**src/rtl/edge_irq_pkg.sv**
```systemverilog
package edge_irq_pkg;
    localparam int REG_W   = 8;
    localparam int LVL_W   = 3;
    localparam int LVL_LSB = 0;
    localparam int FLG_BIT = 3;
    localparam int POL_BIT = 4;
    localparam int RSV_BIT = 5;

    typedef enum logic [1:0] {
        ST_INIT,
        ST_LOW,
        ST_HIGH
    } edge_st_t;
endpackage

```
**src/rtl/pin_sync.sv**
```systemverilog
module pin_sync #(
    parameter int STAGES = 2
) (
    input  logic clk,
    input  logic rst_n,
    input  logic d,
    output logic q
);
    logic [STAGES-1:0] chain;

    always_ff @(posedge clk or negedge rst_n) begin
        if (!rst_n) chain <= '0;
        else        chain <= {chain[STAGES-2:0], d};
    end

    assign q = chain[STAGES-1];
endmodule

```
**src/rtl/edge_track.sv**
```systemverilog
module edge_track
    import edge_irq_pkg::*;
#(
    parameter int WARM = 2
) (
    input  logic clk,
    input  logic rst_n,
    input  logic smp,
    output logic rise,
    output logic fall
);
    localparam int CW = $clog2(WARM + 1);

    edge_st_t state, state_nx;
    logic [CW-1:0] warm_cnt;

    always_ff @(posedge clk or negedge rst_n) begin
        if (!rst_n) begin
            state    <= ST_INIT;
            warm_cnt <= '0;
        end else begin
            state <= state_nx;
            if (state == ST_INIT && warm_cnt != CW'(WARM))
                warm_cnt <= warm_cnt + 1'b1;
        end
    end

    always_comb begin
        state_nx = state;
        unique case (state)
            ST_INIT: if (warm_cnt == CW'(WARM)) state_nx = smp ? ST_HIGH : ST_LOW;
            ST_LOW:  if (smp)  state_nx = ST_HIGH;
            ST_HIGH: if (!smp) state_nx = ST_LOW;
            default: state_nx = ST_INIT;
        endcase
    end

    always_comb begin
        rise = 1'b0;
        fall = 1'b0;
        unique case (state)
            ST_INIT: ;
            ST_LOW:  rise = smp;
            ST_HIGH: fall = !smp;
            default: ;
        endcase
    end


    edge_excl_chk: assert property (@(posedge clk) disable iff (!rst_n)
        $onehot0({rise, fall}));
endmodule

```
**src/rtl/irq_ctrl_reg.sv**
```systemverilog
module irq_ctrl_reg
    import edge_irq_pkg::*;
(
    input  logic             clk,
    input  logic             rst_n,
    input  logic             wr_en,
    input  logic [REG_W-1:0] wr_data,
    input  logic             hit,
    input  logic             ack,
    output logic [LVL_W-1:0] level,
    output logic             flag,
    output logic             pol,
    output logic             rsv
);
    always_ff @(posedge clk or negedge rst_n) begin
        if (!rst_n) begin
            level <= '0;
            pol   <= 1'b0;
            rsv   <= 1'b0;
        end else if (wr_en) begin
            level <= wr_data[LVL_LSB +: LVL_W];
            pol   <= wr_data[POL_BIT];
            rsv   <= wr_data[RSV_BIT];
        end
    end

    always_ff @(posedge clk or negedge rst_n) begin
        if (!rst_n)                          flag <= 1'b0;
        else if (hit)                        flag <= 1'b1;
        else if (ack)                        flag <= 1'b0;
        else if (wr_en && !wr_data[FLG_BIT]) flag <= 1'b0;
    end


    lvl_wr_chk: assert property (@(posedge clk) disable iff (!rst_n)
        wr_en |=> level == $past(wr_data[LVL_LSB +: LVL_W]));

    flag_src_chk: assert property (@(posedge clk) disable iff (!rst_n)
        $rose(flag) |-> $past(hit));

    hw_wins_chk: assert property (@(posedge clk) disable iff (!rst_n)
        hit |=> flag);

    ack_clr_chk: assert property (@(posedge clk) disable iff (!rst_n)
        (ack && !hit) |=> !flag);
endmodule

```
**src/rtl/edge_irq_ctrl.sv**
```systemverilog
module edge_irq_ctrl
    import edge_irq_pkg::*;
#(
    parameter int SYNC_STAGES = 2
) (
    input  logic             clk,
    input  logic             rst_n,
    input  logic             wr_en,
    input  logic [REG_W-1:0] wr_data,
    output logic [REG_W-1:0] rd_data,
    input  logic             pin_raw,
    input  logic             both_edges,
    input  logic             ack,
    output logic             irq_req,
    output logic [LVL_W-1:0] irq_level
);
    logic             pin_s, rise, fall, hit;
    logic [LVL_W-1:0] level;
    logic             flag, pol, rsv;

    pin_sync #(.STAGES(SYNC_STAGES)) u_sync (
        .clk(clk), .rst_n(rst_n), .d(pin_raw), .q(pin_s)
    );

    edge_track #(.WARM(SYNC_STAGES)) u_edge (
        .clk(clk), .rst_n(rst_n), .smp(pin_s), .rise(rise), .fall(fall)
    );

    assign hit = both_edges ? (rise | fall) : (pol ? rise : fall);

    irq_ctrl_reg u_reg (
        .clk(clk), .rst_n(rst_n), .wr_en(wr_en), .wr_data(wr_data),
        .hit(hit), .ack(ack), .level(level), .flag(flag), .pol(pol), .rsv(rsv)
    );

    always_comb begin
        rd_data                        = '0;
        rd_data[LVL_LSB +: LVL_W]      = level;
        rd_data[FLG_BIT]               = flag;
        rd_data[POL_BIT]               = pol;
        rd_data[RSV_BIT]               = rsv;
    end

    assign irq_req   = flag && (level != '0);
    assign irq_level = level;


    both_pol_chk: assert property (@(posedge clk) disable iff (!rst_n)
        both_edges |-> !pol);

    pol_quiet_chk: assert property (@(posedge clk) disable iff (!rst_n)
        (!rise && !fall) |=> !$rose(flag));
endmodule

```
**config.mk**
```make
export PLATFORM = sky130hd
export DESIGN_NAME = edge_irq_ctrl
export DESIGN_NICKNAME = d
export VERILOG_FILES = /design/src/rtl/edge_irq_pkg.sv /design/src/rtl/pin_sync.sv /design/src/rtl/edge_track.sv /design/src/rtl/irq_ctrl_reg.sv /design/src/rtl/edge_irq_ctrl.sv
export SDC_FILE = /design/constraint.sdc
export NUM_CORES = 1
export LEC_CHECK = 0
export ABC_AREA = 1
export CORE_MARGIN = 2
export CORE_UTILIZATION = 25
export DETAILED_ROUTE_END_ITERATION = 8
export PLACE_DENSITY = 0.65
export SKIP_CTS_REPAIR_TIMING = 1
export SYNTH_ARGS = -nofsm -noshare
export SYNTH_HDL_FRONTEND = slang
export SYNTH_SLANG_ARGS = --single-unit
```
**constraint.sdc**
```tcl
create_clock -name clk -period 0.95 [get_ports clk]
set_clock_uncertainty 0.05 [all_clocks]
set_input_delay 0.19 -clock clk [delete_from_list [all_inputs] [get_ports clk]]
set_output_delay 0.19 -clock clk [all_outputs]
set_load 0.005 [all_outputs]
```
==> metrics <==
Die W 52.35 µm; CORE AREA 0.002212 mm²; Die ar. roughly 0.0027 mm²; ant diodes 0; Hold WC Path Type in2async; initial core utilization 0.2641; post-detailed-routing wire length approximately 1200 µm; DR DRC count 0; initial antenna violation count 0; setup_tns -1.604 ns; VDD IR max between 700 and 800 µV; setup ws final -0.2363 ns; Synth Cell Area 584.3 µm²; Ports 26; Die Ht about 52 µm; max-slew violation count 0; crit path kind reg2out; Synthesis Warnings 0; number of global-route vias before repair 413; Port Buffers 21; post-layout min period 1.186 ns; Post-DRT Antenna Nets 0; most frequent cells in the layout 15 x nand2_1, 12 x dfrtp_1, 10 x clkdlybuf4s50_1; failing checks setup timing; clk root buf clkbuf_4; placed cell area 858.3 µm²; CP Data Required Time between 0.7 and 0.8 ns; FF-to-FF path depth 4; Design Power 1199 µW; first-pass GRT wire length 1718 µm; CTS tree done; post-layout util 0.3891; Area Overhead vs Synth 47.32%; Fill cells 242; Yosys cell types 15; final hold violations 0; fmax 0.8430 GHz; CP cell instances inv_2, a31oi_1, buf_2; final setup fails 12; worst r2r dst u_edge.warm_cnt[0]; status finished, violations left; clock tree buffer depth 2; max-cap violations 0; Clock Sinks 12; synthesized flop and latch total 12; largest net degree at the start of global routing 13; Critical R2R Launch u_edge.warm_cnt[1]; final instance area 860.8 µm²; Final #Nets 110; Num CTS Buffers 3; Reg clk slew, reported paths approximately 0.080 ns; Critical Path Stages 3; vias per cell between 3 and 4; Final GP Congestion roughly 0.8; fin crit share 1.249; Critical Path Start Type flip-flop; WP buf/inv 2; Static Leak about 0.00047 µW; RSZ-0062 raised after global routing yes; Mean Syn Cell Area between 8 and 9 µm²; Critical Path Slowest Stage Cell dfrtp_1; Routed WL per cell 9.533 µm; share of layout cells above drive strength 1 0.3723; pwr dens ~1400 mW/mm²; clk_lat worst skew about 0.27 ns; FP Rows 17; post-DP HPWL approximately 940 µm; delay-heaviest family, CP flip-flops; commonest non-fill, non-tap cell in the layout nand2_1; global-route usage over all layers 0.08808; multi-input combinational cell area just under 200 µm²; crit-path max cell delay 0.37 ns; initial DRC count 7; H-tree depth 1; post-synthesis sequential area ratio 0.5139; via count approximately 480; grt ovf 0; First-pass DRT Iterations 5; setup slack, reg-to-reg -0.06 ns; hold_ws 0.2060 ns; storage element area around 300 µm²; crit-path max FO 2; crit path DAT approximately 0.95 ns; element type at the critical path end output port; Syn Inst Count 68
==> worst max path at each step <==
stage / from / end / slack (ns)
floorplan: u_edge.warm_cnt[1] / u_edge.warm_cnt[0] / -0.009
global placement: u_reg.level[0] / irq_req / -0.33
detailed placement: u_reg.level[0] / irq_req / -0.34
CTS: u_reg.level[0] / irq_req / -0.65
global route: u_reg.level[1] / irq_req / -0.31
finish: u_reg.level[1] / irq_req / -0.24
==> flip-flops by register name (all words and copies together) (netlist names) <==
signal,cells
u_edge.state,2
u_reg.pol,1
u_reg.flag,1
u_sync.chain,2
u_reg.level,3
u_edge.warm_cnt,2
u_reg.rsv,1
==> cell families after synthesis <==
group           Yosys count  synth area share
fa+ha+maj                 1           0.02141
other cells               1          0.006418
xor+xnor                  1           0.02784
simple gates             24            0.1692
flops                    12            0.5139
compound gates            7           0.06211
buf+inv                  22            0.1991
==> metrics by stage <==
step,worst slack [ns],cells
global route,-0.3137,122
detailed placement,-0.3450,118
CTS,-0.6540,122
finish,-0.2363,122
global placement,-0.3314,118
floorplan,-0.008769,69
==> per-layer routing <==
metal,track usage,wire length (µm),vias up
met4,0.06410,15,0
met1,0.1137,502,217
li1,-,-,249
met2,0.1354,612,9
met3,0.008571,33,2
met5,0,0,-
==> Yosys cell counts <==
cell type  count  area (µm²)
nand2_1       15       56.30
dfrtp_1       12       300.3
inv_1         11       41.29
buf_4          9       67.56
o21ai_0        4       20.02
nand3_1        3       15.01
nor2_1         3       11.26
inv_2          2       7.510
nor3_1         2       10.01
o21ai_1        2       10.01
a31oi_1        1       6.260
conb_1         1       3.750
ha_1           1       12.51
nand2_2        1       6.260
xor2_2         1       16.27
==> final cells by class <==
cell class / instances / area share
tap: 28 / 0.04070
clock buffer: 4 / 0.04215
inverter: 13 / 0.05669
sequential: 12 / 0.3488
timing repair buffer: 30 / 0.2863
multi-input combinational: 35 / 0.2253
==> power by group <==
part           switching, µW  total (µW)  internal (µW)
sequential              24.1         569            545
combinational           95.8         224            128
clock                    174         407            233
(Power assumes the default switching activity.)
